$ cat src/rtl/cmdtrig_pkg.sv
package cmdtrig_pkg;
  localparam int ADDR_W = 7;
  localparam int NV_W   = 32;

  localparam logic [ADDR_W-1:0] PAGE_ADDR   = 7'h00;
  localparam logic [ADDR_W-1:0] CMD_ADDR    = 7'h02;
  localparam logic [ADDR_W-1:0] NV_LO_ADDR  = 7'h7C;
  localparam logic [ADDR_W-1:0] NV_HI_ADDR  = 7'h7E;
  localparam logic [7:0]        CMD_PAGE    = 8'd3;
  localparam logic [7:0]        NV_PAGE     = 8'd2;
  localparam logic [7:0]        DEF_MASK    = 8'hCF;
  localparam logic [2:0]        SWRST_IDX   = 3'd7;

  // Operation length in milliseconds, by command bit index.
  function automatic int unsigned op_ms(input logic [2:0] idx, input int unsigned bias_ms);
    case (idx)
      3'd7:    return 120;
      3'd6:    return 75;
      3'd3:    return 375;
      3'd2:    return 50;
      3'd1:    return 12;
      3'd0:    return bias_ms;
      default: return 0;
    endcase
  endfunction

  // {valid, index} of the highest defined bit set in a written byte.
  function automatic logic [3:0] pick_op(input logic [7:0] req);
    logic [3:0] r;
    r = 4'd0;
    for (int i = 0; i < 8; i++) begin
      if (req[i] && DEF_MASK[i]) r = {1'b1, 3'(i)};
    end
    return r;
  endfunction

  // Operations that rewrite nonvolatile storage.
  function automatic logic writes_flash(input logic [2:0] idx);
    return (idx == 3'd6) || (idx == 3'd3) || (idx == 3'd0);
  endfunction
endpackage

$ cat src/rtl/cmdtrig_frame_dec.sv
module cmdtrig_frame_dec
  import cmdtrig_pkg::*;
(
  input  logic              frame_valid,
  input  logic [15:0]       frame,
  output logic              wr_stb,
  output logic              rd_stb,
  output logic [ADDR_W-1:0] addr,
  output logic [7:0]        data
);
  assign wr_stb = frame_valid &&  frame[15];
  assign rd_stb = frame_valid && !frame[15];
  assign addr   = frame[14:8];
  assign data   = frame[7:0];
endmodule

$ cat src/rtl/cmdtrig_seq.sv
module cmdtrig_seq
  import cmdtrig_pkg::*;
#(
  parameter int unsigned TICKS_PER_MS = 1000,
  parameter int unsigned BIAS_MS      = 10
) (
  input  logic        clk,
  input  logic        rst_n,
  input  logic        cmd_wr,
  input  logic [7:0]  wr_data,
  output logic [15:0] cmd_bits,
  output logic        busy,
  output logic        start_evt,
  output logic [2:0]  start_idx,
  output logic        done_evt,
  output logic [2:0]  done_idx
);
  localparam int unsigned MAX_MS    = (BIAS_MS > 375) ? BIAS_MS : 375;
  localparam int unsigned MAX_TICKS = MAX_MS * TICKS_PER_MS;
  localparam int          CNT_W     = $clog2(MAX_TICKS + 1);

  logic             run_q;
  logic [2:0]       idx_q;
  logic [CNT_W-1:0] cnt_q;
  logic [3:0]       pick;
  logic [31:0]      load_ticks;

  assign pick       = pick_op(wr_data);
  assign start_evt  = cmd_wr && !run_q && pick[3];
  assign start_idx  = pick[2:0];
  assign load_ticks = op_ms(pick[2:0], BIAS_MS) * TICKS_PER_MS;
  assign done_evt   = run_q && (cnt_q == CNT_W'(1));
  assign done_idx   = idx_q;
  assign busy       = run_q;

  always_ff @(posedge clk or negedge rst_n) begin
    if (!rst_n) begin
      run_q <= 1'b0;
      idx_q <= 3'd0;
      cnt_q <= '0;
    end else if (start_evt) begin
      run_q <= 1'b1;
      idx_q <= pick[2:0];
      cnt_q <= load_ticks[CNT_W-1:0];
    end else if (done_evt) begin
      run_q <= 1'b0;
    end else if (run_q) begin
      cnt_q <= cnt_q - CNT_W'(1);
    end
  end

  for (genvar g = 0; g < 16; g++) begin : g_bit
    if (g < 8 && DEF_MASK[g % 8]) begin : g_def
      assign cmd_bits[g] = run_q && (idx_q == 3'(g));
    end else begin : g_unused
      assign cmd_bits[g] = 1'b0;
    end
  end
endmodule

$ cat src/rtl/cmdtrig_nvcount.sv
module cmdtrig_nvcount
  import cmdtrig_pkg::*;
(
  input  logic            clk,
  input  logic            rst_n,
  input  logic            inc,
  output logic [NV_W-1:0] count
);
  always_ff @(posedge clk or negedge rst_n) begin
    if (!rst_n)   count <= '0;
    else if (inc) count <= count + NV_W'(1);
  end
endmodule

$ cat src/rtl/cmd_trigger_regs.sv
module cmd_trigger_regs
  import cmdtrig_pkg::*;
#(
  parameter int unsigned TICKS_PER_MS = 1000,
  parameter int unsigned BIAS_MS      = 10
) (
  input  logic        clk,
  input  logic        rst_n,
  input  logic        frame_valid,
  input  logic [15:0] frame,
  output logic [15:0] rd_data,
  output logic        rd_valid,
  output logic        busy,
  output logic        restart_pulse
);
  logic              wr_stb, rd_stb;
  logic [ADDR_W-1:0] addr;
  logic [7:0]        data;
  logic [7:0]        page_q;
  logic              cmd_wr, page_wr;
  logic [15:0]       cmd_bits;
  logic              start_evt, done_evt;
  logic [2:0]        start_idx, done_idx;
  logic              flash_inc, swrst_done;
  logic [NV_W-1:0]   flash_cnt;
  logic [ADDR_W-1:0] rd_addr;
  logic [15:0]       rd_word;
  logic              restart_q;

  cmdtrig_frame_dec u_dec (
    .frame_valid(frame_valid), .frame(frame),
    .wr_stb(wr_stb), .rd_stb(rd_stb), .addr(addr), .data(data)
  );

  assign page_wr = wr_stb && (addr == PAGE_ADDR);
  assign cmd_wr  = wr_stb && (page_q == CMD_PAGE) && (addr == CMD_ADDR);

  cmdtrig_seq #(.TICKS_PER_MS(TICKS_PER_MS), .BIAS_MS(BIAS_MS)) u_seq (
    .clk(clk), .rst_n(rst_n), .cmd_wr(cmd_wr), .wr_data(data),
    .cmd_bits(cmd_bits), .busy(busy),
    .start_evt(start_evt), .start_idx(start_idx),
    .done_evt(done_evt), .done_idx(done_idx)
  );

  assign flash_inc  = start_evt && writes_flash(start_idx);
  assign swrst_done = done_evt && (done_idx == SWRST_IDX);

  cmdtrig_nvcount u_nv (
    .clk(clk), .rst_n(rst_n), .inc(flash_inc), .count(flash_cnt)
  );

  always_ff @(posedge clk or negedge rst_n) begin
    if (!rst_n) begin
      page_q    <= 8'd0;
      restart_q <= 1'b0;
    end else begin
      restart_q <= swrst_done;
      if (swrst_done)   page_q <= 8'd0;
      else if (page_wr) page_q <= data;
    end
  end
  assign restart_pulse = restart_q;

  assign rd_addr = {addr[ADDR_W-1:1], 1'b0};
  always_comb begin
    rd_word = 16'h0000;
    if (rd_addr == PAGE_ADDR)
      rd_word = {8'h00, page_q};
    else if (page_q == CMD_PAGE && rd_addr == CMD_ADDR)
      rd_word = cmd_bits;
    else if (page_q == NV_PAGE && rd_addr == NV_LO_ADDR)
      rd_word = flash_cnt[15:0];
    else if (page_q == NV_PAGE && rd_addr == NV_HI_ADDR)
      rd_word = flash_cnt[31:16];
  end

  always_ff @(posedge clk or negedge rst_n) begin
    if (!rst_n) begin
      rd_data  <= 16'h0000;
      rd_valid <= 1'b0;
    end else begin
      rd_valid <= rd_stb;
      if (rd_stb) rd_data <= rd_word;
    end
  end
endmodule

$ cat config.mk
export PLATFORM = sky130hd
export DESIGN_NAME = cmd_trigger_regs
export DESIGN_NICKNAME = d
export VERILOG_FILES = /design/src/rtl/cmdtrig_pkg.sv /design/src/rtl/cmdtrig_frame_dec.sv /design/src/rtl/cmdtrig_seq.sv /design/src/rtl/cmdtrig_nvcount.sv /design/src/rtl/cmd_trigger_regs.sv
export SDC_FILE = /design/constraint.sdc
export NUM_CORES = 1
export LEC_CHECK = 0
export BUFFER_PORTS_ARGS = -buffer_cell sky130_fd_sc_hd__buf_4
export CAP_MARGIN = 40
export CELL_PAD_IN_SITES_DETAIL_PLACEMENT = 0
export CELL_PAD_IN_SITES_GLOBAL_PLACEMENT = 2
export CORE_MARGIN = 5
export CORE_UTILIZATION = 39
export CTS_CLUSTER_SIZE = 12
export DETAILED_ROUTE_END_ITERATION = 7
export GPL_ROUTABILITY_DRIVEN = 0
export MAX_ROUTING_LAYER = met4
export PLACE_DENSITY = 0.88
export SETUP_SLACK_MARGIN = 0.02
export SLEW_MARGIN = 40
export SYNTH_ARGS = -nofsm -noshare
export SYNTH_HDL_FRONTEND = slang
export SYNTH_SLANG_ARGS = --single-unit
$ cat constraint.sdc
create_clock -name clk -period 2.95 [get_ports clk]
set_clock_uncertainty 0.15 [all_clocks]
set_input_delay 0.59 -clock clk [delete_from_list [all_inputs] [get_ports clk]]
set_output_delay 0.59 -clock clk [all_outputs]
set_load 0.02 [all_outputs]
==> results of run 1 <==
-- per-stage QoR --
| step | setup slack [ps] | hold slack [ps] | power, mW | TNS [ps] |
|---|---|---|---|---|
| 2_1_floorplan | -1960 | 144 | 1.64 | -15100 |
| 3_3_place_gp | -2220 | 280 | 1.92 | -18520 |
| 3_5_place_dp | -2220 | 280 | 1.94 | -18860 |
| 4_1_cts | -1780 | 335 | 3.19 | -14330 |
| 5_1_grt | -2000 | 358 | 3.34 | -15820 |
| 6_report | -1800 | 332 | 3.16 | -14280 |
-- placed cells by master, fill, tap and decap left out, types with 14 or more instances in the layout --
cell type and instances:
buf_4 100, dfrtp_1 81, nand2_1 57, nor2_1 43
xnor2_1 27, mux2i_1 26, o21ai_0 26, ha_1 26
inv_1 24, xor2_1 24, a21oi_1 18, nand4_1 15
nand3_1 14
-- where the power goes --
group | switching (mW) | internal (mW)
Sequential | 0.00682 | 1.12
Combinational | 0.431 | 0.415
Clock | 0.446 | 0.744
-- layout make-up --
class / count / area, um2 / share of cell area
clock inverter: 6 / 90.1 / 0.0133
sequential: 81 / 2030 / 0.300
inverter: 29 / 113 / 0.0167
multi-input combinational: 427 / 3270 / 0.484
clock buffer: 10 / 229 / 0.0339
timing repair buffer: 104 / 803 / 0.119
tap: 176 / 220 / 0.0326
-- sequential cells by signal, summed over array words and instances, names as in the netlist --
signal          cells
page_q              8
restart_pulse       1
u_seq.busy          1
u_nv.count         32
u_seq.cnt_q        19
u_seq.done_idx      3
rd_data            16
rd_valid            1
-- synth_stat cells, drive strengths merged (9+ instances only) --
library cell / count / share of area
and3: 10 / 0.012
xnor2: 31 / 0.053
buf: 12 / 0.015
mux2i: 26 / 0.049
xor2: 24 / 0.040
inv: 28 / 0.020
nand4: 15 / 0.018
o21ai: 34 / 0.033
a21oi: 19 / 0.018
clkbuf: 9 / 0.0064
nand3: 15 / 0.015
ha: 34 / 0.080
nand2: 57 / 0.040
nor3: 14 / 0.013
nor4: 10 / 0.017
nor2: 46 / 0.033
dfrtp: 81 / 0.38
-- kinds of logic (layout without fill, tap and decap cells) --
logic type                 after synthesis  in the layout  synth area share
adders and majority gates               41             41             0.107
buffers and inverters                   50            149            0.0423
muxes                                   27             27            0.0513
AOI/OAI and AO/OA                       99             99             0.122
and+or+nand+nor                        205            205             0.202
xor gates and xnor gates                55             55            0.0924
DFF                                     81             81             0.383
-- repair_timing --
action	4_1_cts	5_1_grt
setup endpoints to repair	10	11
endpoints found under the hold margin	9	0
hold buffers	1	0
gates resized for setup	11	9
pin swaps	16	7
buffers inserted	1	0
-- critical path, stage by stage --
cell,delay [ps]
buf_6,90
or4_4,590
ha_4,190
nor2_2,80
or2_4,150
fa_1,430
fa_1,500
inv_1,50
fa_1,470
inv_1,50
fa_1,490
inv_2,50
ha_4,240
a2111oi_4,300
o21ai_2,130
nand4_1,140
nand4_1,90
nor3b_2,190
-- per-layer routing --
metal  global-route usage  routed length (um)  up-vias
met3               0.0429                 575       24
met4               0.0492                 205        0
met2                0.279                6220       79
met5                    -                   0        -
li1                     -                   -     2171
met1                0.219                5930     2120
-- how the worst max path moves through the flow --
stage | end | depth (start not counted)
3_5_place_dp | u_seq.cnt_q[14] | 18
4_1_cts | u_seq.cnt_q[18] | 18
6_report | u_seq.cnt_q[18] | 18
3_3_place_gp | u_seq.cnt_q[14] | 18
2_1_floorplan | u_seq.cnt_q[14] | 19
5_1_grt | u_seq.cnt_q[18] | 18
==> reports/results.tsv, run 1 <==
metric	value	unit
status	finished with violations	
failing checks	setup timing	
worst r2r path cells	6	
vias per inst	5.27	
warnings from Yosys	0	
reg-to-reg slack, setup	420	ps
ANT nets after route	0	
worst-path fanout max	5	
num rows	42	
first-pass GRT wire length	21.9	mm
f_max	0.210	GHz
Avg Inst Size Synth	9.48	um2
placed cell area	0.00634	mm2
core region area	0.0133	mm2
Die H	126	um
Layout Cells excl Fill	833	
Critical path origin	frame[3]	
Vias	4394	
CTS tree	yes	
DRC Markers	0	
All-Layer GR Usage	0.174	
Hold Vio Cnt, Final	0	
Worst EP arrival	4810	ps
Util after Layout	0.508	
hold path depth	2	
starting density of the core	0.398	
Syn Nets	618	
Layout area overhead	27.6	%
DR pass1 iterations	4	
Main synth FF type	dfrtp_1	
worst setup margin	-1800	ps
drt initial violations	290	
Clock transition at path regs	60	ps
cell count after synthesis	558	
htree depth	3	
origin of the critical flop-to-flop path	u_seq.cnt_q[15]	
post-synthesis sequential area ratio	0.383	
routed wire length per instance	15.5	um
Seq cells post-synth	81	
vias in the first global route	4502	
latest clock arrival within the worst-skew pair	340	ps
fin. max-slew vios	0	
relative slew slack	0.572	
Root Buffer	clkbuf_16	
largest net degree at the start of global routing	73	
Worst-Margin Slew	642	ps
PD cells	468	mW/mm2
Reg-to-Reg End	u_seq.cnt_q[5]	
leakage	3.07	nW
RSZ-0062 raised after global routing	true	
max_cap viols	0	
maximum vdd drop	0.263	mV
EDFF count, synth	0	
Final Cycle Share	1.61	
Layout Cell Area excl Fill	0.00675	mm2
share of post-route cells with drive strength above 1	0.263	
ys async rst share	1.00	
Final HPWL DP	10.2	mm
I/O pin count	38	
Overflow after GRT	0	
initial antenna violation count	0	
min cycle time layout	4750	ps
Worst Hold Path EP	rd_data[10]	
kind of launch point of the worst setup path	input pin	
Placed Cells	815	
CP Data Required Time	3010	ps
Clock Path Buffers	2	
Layout fillers	1253	
number of port buffers	37	
element type at the critical path end	flop	
setup violators final	10	
total CTS buffers	9	
Routed WL	12.9	mm
# clock sinks	81	
ANT cells	0	
hold path start	rd_data[10]	
die area	0.0160	mm2
hold crit path type	flop to flop	
Cell variety after synth	66	
Cell Area, Synth	0.00529	mm2
fin nets	712	
Setup CP Type	input pin to flop	
die width	126	um
(Power assumes the default switching activity.)
==> run 2: changes to the inputs <==
Settings changed: PLACE_DENSITY 0.88 to 0.89, SYNTH_HIERARCHICAL set to 1.
==> run 2 against run 1 <==
The flow still finishes with violations (setup timing). Sequential power about the same. Sequential cell count unchanged. Utilization down 0.28 points. Via count up 17%. Setup slack better by 61 ps. Synthesized cell count up 18%. Critical path depth unchanged. First-iteration DRC count down 4.8%. Critical endpoint is now u_seq/cnt_q[13].
==> reports/results.tsv, run 2 <==
metric	value	unit
status	finished with violations	
failing checks	setup timing	
vias in the first global route	4965	
PD cells	447	mW/mm2
Clock transition at path regs	70	ps
Routed WL	15.0	mm
I/O pin count	38	
Cell Area, Synth	0.00598	mm2
hold slack	41.5	ps
hold crit path type	input pin to asynchronous set/reset pin	
worst r2r path cells	10	
origin of the critical flop-to-flop path	page_q[4]	
leakage	3.53	nW
Cell variety after synth	66	
synth top area cells	dfrtp_1 34%, ha_1 7.1%, xnor2_1 5.0%	
drt initial violations	276	
fin. max-slew vios	0	
number of port buffers	37	
Synth top cells by count	81 x dfrtp_1, 56 x inv_1, 40 x nor2_1, 37 x nand2_1	
htree depth	3	
post-synth top area share	0.339	
area leader, netlist	dfrtp_1	
Worst-Margin Slew	685	ps
kind of launch point of the worst setup path	input pin	
post-synthesis sequential area ratio	0.339	
die width	134	um
Main synth FF type	dfrtp_1	
Layout fillers	1367	
Clock Path Buffers	2	
Overflow after GRT	0	
Root Buffer	clkbuf_16	
cell count after synthesis	657	
Buf/Inv on CP	4	
CTS tree	yes	
critical path depth	18	
initial antenna violation count	0	
Avg Inst Size Synth	9.11	um2
element type at the critical path end	flop	
RSZ-0062 raised after global routing	true	
Max stage delay on crit path	500	ps
# clock sinks	81	
DR pass1 iterations	5	
largest net degree at the start of global routing	50	
vias per inst	5.39	
Crit path top cell by count	fa_1	
Seq cells post-synth	81	
top-count cell post-synth	dfrtp_1	
most frequent cells in the layout	121 x buf_4, 81 x dfrtp_1, 51 x inv_1	
reg-to-reg slack, setup	120	ps
Largest Register	u_nv/count	
EDFF count, synth	0	
All-Layer GR Usage	0.174	
CP Data Required Time	3010	ps
max_cap viols	0	
Final HPWL DP	11.7	mm
fin nets	818	
Setup CP Type	input pin to flop	
largest registers	u_nv/count: 32 flops, u_seq/cnt_q: 19 flops, rd_data: 16 flops	
routed wire length per instance	15.8	um
maximum vdd drop	0.250	mV
share of post-route cells with drive strength above 1	0.322	
commonest non-fill, non-tap cell in the layout	buf_4	
Hold Vio Cnt, Final	0	
first-pass GRT wire length	24.9	mm
f_max	0.213	GHz
setup violators final	10	
starting density of the core	0.395	
core region area	0.0151	mm2
Worst EP arrival	4750	ps
die area	0.0179	mm2
Die H	134	um
warnings from Yosys	6	
relative slew slack	0.539	
Final Cycle Share	1.59	
max reg flops	32	
ys async rst share	1.00	
Vias	5125	
Critical path origin	frame[6]	
worst-path fanout max	5	
min cycle time layout	4690	ps
ANT cells	0	
Worst path top cell family by delay	adder cells	
ANT nets after route	0	
DRC Markers	0	
num rows	45	
Crit-path slowest cell	fa_1	
DP Worst Slack	-2210	ps
worst setup margin	-1740	ps
latest clock arrival within the worst-skew pair	340	ps
total CTS buffers	9	
Layout area overhead	27.9	%
crit path cell chain	buf_6 > or2_4 > or3_4 > ha_4 > nor2_4 > or2_4 > fa_1 > fa_1 > inv_1 > fa_1 > fa_2 > ha_4 > a21oi_4 > inv_2 > a211oi_4 > buf_4 > xnor2_2 > o211ai_1	
[run 2: final cells by class]
type / count / area, um2 / area share
multi-input cells: 479 / 3850 / 0.504
flip-flops and latches: 81 / 2030 / 0.265
repair buffers: 128 / 1000 / 0.131
clock buffers: 10 / 239 / 0.0312
well taps: 188 / 235 / 0.0307
inverters: 59 / 221 / 0.0289
clock inverters: 6 / 70.1 / 0.00916
[run 2: power by group]
part	total [mW]	switching (mW)	internal, mW
sequential	1.12	0.00648	1.12
combinational	1.12	0.554	0.569
clock	1.17	0.484	0.690
total	3.42	1.04	2.38
[run 2: path summary, 6_finish.rpt]
path	endpoint
worst max-delay path	u_seq/cnt_q[13]
worst min-delay path	u_nv/count[28]
worst max register to register	u_nv/count[19]
worst min register to register	u_nv/count[31]
max in group asynchronous	u_seq/cnt_q[11]
min in group clk	u_nv/count[31]
[run 2: metal layers]
metal  GRT usage  part of all wire  routed length [um]
met1       0.234              0.48                7140
met2       0.277              0.47                7070
met3      0.0248             0.033                 496
met4      0.0491             0.019                 290
met5           -                 0                   0
[run 2: logic make-up after synthesis]
group,count (synthesis),synth area share
compound gates,116,0.130
simple gates,236,0.224
flops,81,0.339
other cells,1,0.000627
xor+xnor,49,0.0717
buf+inv,106,0.0912
mux,27,0.0492
fa+ha+maj,41,0.0945
[run 2: worst reg2reg max path, cell delays in order, from the launching register on]
cell,delay (ps)
dfrtp_1,440
nor4_4,350
nand4_1,190
nor3b_2,300
nand3_2,120
inv_2,70
and2_4,190
nand4_4,100
or4_4,480
nor3b_2,190
xor2_1,160
[run 2: timing repair]
item                       CTS  global route
resized for setup           21            17
pin swaps                   10            15
hold buffers                 0             0
setup endpoints to repair   16            31
buffers inserted             1             3
[run 2: stage by stage]
stage | instance area, um2 | setup TNS [ps] | power (mW) | util | cells
2_1_floorplan | 6280 | -18500 | 1.79 | - | 666
3_3_place_gp | 7120 | -23240 | 2.10 | 0.470 | 931
3_5_place_dp | 7120 | -24750 | 2.12 | 0.470 | 931
4_1_cts | 7550 | -14280 | 3.37 | 0.498 | 948
5_1_grt | 7650 | -15520 | 3.61 | 0.505 | 951
6_report | 7650 | -14320 | 3.42 | 0.505 | 951
==> run 3: changes to the inputs <==
Settings changed: PLACE_DENSITY 0.89 to 0.91.
==> run 3 against run 2 <==
The run still ends with setup timing left. Sequential share of layout area shrank 0.17 points. Routed wire length grew 1.0%. Global-route usage grew 0.22 points.
==> reports/results.tsv, run 3 (same netlist as run 2, synthesis figures left out) <==
metric	value	unit
setup violators final	10	
PD cells	441	mW/mm2
htree depth	3	
failing checks	setup timing	
Clock Path Buffers	2	
relative slew slack	0.495	
Hold Vio Cnt, Final	0	
RSZ-0062 raised after global routing	true	
initial antenna violation count	0	
first-pass GRT wire length	25.4	mm
min cycle time layout	4720	ps
Root Buffer	clkbuf_16	
Reg-to-Reg End	u_nv/count[23]	
CP Data Required Time	3070	ps
largest registers	u_nv/count: 32 flops, u_seq/cnt_q: 19 flops, rd_data: 16 flops	
vias in the first global route	5185	
fin. max-slew vios	0	
Vias	5009	
total CTS buffers	9	
post-route setup TNS	-14550	ps
share of post-route cells with drive strength above 1	0.323	
Critical Path End	u_seq/cnt_q[18]	
maximum vdd drop	0.486	mV
CTS tree	yes	
die width	134	um
Routed WL	15.2	mm
worst-path fanout max	5	
starting density of the core	0.395	
fin nets	816	
placed cell area	0.00709	mm2
number of port buffers	37	
drt initial violations	223	
Largest Register	u_nv/count	
hold crit path type	input pin to asynchronous set/reset pin	
routed wire length per instance	16.0	um
Clock transition at path regs	60	ps
reg-to-reg slack, setup	30	ps
CTS Hold Bufs	0	
All-Layer GR Usage	0.176	
Worst EP arrival	4830	ps
Overflow after GRT	0	
# clock sinks	81	
worst r2r path cells	11	
Final HPWL DP	11.6	mm
DRC Markers	0	
Multi-input gate area	0.00393	mm2
leakage	3.58	nW
origin of the critical flop-to-flop path	page_q[2]	
Layout Cell Area excl Fill	0.00770	mm2
Die H	134	um
max_cap viols	0	
element type at the critical path end	flop	
DR pass1 iterations	5	
Critical path origin	frame[6]	
ANT nets after route	0	
register area	0.00203	mm2
num rows	45	
Setup CP Type	input pin to flop	
status	finished with violations	
worst setup margin	-1770	ps
latest clock arrival within the worst-skew pair	340	ps
max reg flops	32	
Layout fillers	1414	
most frequent cells in the layout	119 x buf_4, 81 x dfrtp_1, 51 x inv_1	
Final Cycle Share	1.60	
largest net degree at the start of global routing	48	
I/O pin count	38	
kind of launch point of the worst setup path	input pin	
Worst-Margin Slew	752	ps
core region area	0.0151	mm2
commonest non-fill, non-tap cell in the layout	buf_4	
die area	0.0179	mm2
f_max	0.212	GHz
vias per inst	5.28	
Layout area overhead	28.7	%
ANT cells	0	
## run 3: repair_timing
action	in CTS	in global routing
setup endpoints to repair	17	29
setup buffers	0	6
pin swaps	10	8
resized for setup	19	29
## run 3: area by class of cell
class | instances | area share
Clock inverter | 4 | 0.00666
Tap cell | 188 | 0.0305
Timing Repair Buffer | 126 | 0.129
Sequential cell | 81 | 0.263
Multi-Input combinational cell | 479 | 0.510
Clock buffer | 12 | 0.0320
Inverter | 59 | 0.0291
## run 3: worst max-delay path: stages
cell and delay (ps):
buf_6 90, or2_4 240, or3_4 400, ha_4 190, nor2_2 90, or2_4 140
fa_1 430, fa_1 490, inv_1 50, fa_1 500, fa_2 470, ha_4 320
nand3_4 80, a2111oi_4 300, a31oi_1 70, o22ai_1 180, a21oi_1 100, nand4_1 100
## run 3: metrics by stage
stage	setup WS, ps	util	hold WS (ps)	cells	power, mW
3_3_place_gp	-2150	0.468	309	927	2.10
5_1_grt	-1890	0.508	97.8	949	3.56
4_1_cts	-1810	0.494	73.2	943	3.34
3_5_place_dp	-2270	0.468	320	927	2.13
6_report	-1770	0.508	57.1	949	3.39
2_1_floorplan	-2120	-	144	666	1.79
## run 3: where the power goes
group	total, mW	internal [mW]	switching, mW
Combinational	1.15	0.568	0.578
Clock	1.12	0.681	0.443
Sequential	1.12	1.12	0.00585
## run 3: routing by layer
layer / global-route usage / wire length (um) / vias to the layer above
met4: 0.0571 / 376 / 0
met3: 0.0308 / 473 / 21
li1: - / - / 2505
met5: - / 0 / -
met2: 0.287 / 7170 / 88
met1: 0.224 / 7140 / 2395
## run 3: worst min-delay path by stage
| stage | depth (start not counted) | endpoint | slack (ps) | from |
|---|---|---|---|---|
| 2_1_floorplan | 0 | page_q[0] | 140 | rst_n |
| 6_report | 1 | rd_data[12] | 60 | rst_n |
| 4_1_cts | 1 | rd_data[12] | 70 | rst_n |
| 5_1_grt | 1 | rd_data[12] | 100 | rst_n |
| 3_5_place_dp | 1 | u_nv/count[31] | 320 | u_nv/count[31] |
| 3_3_place_gp | 1 | u_nv/count[31] | 310 | u_nv/count[31] |
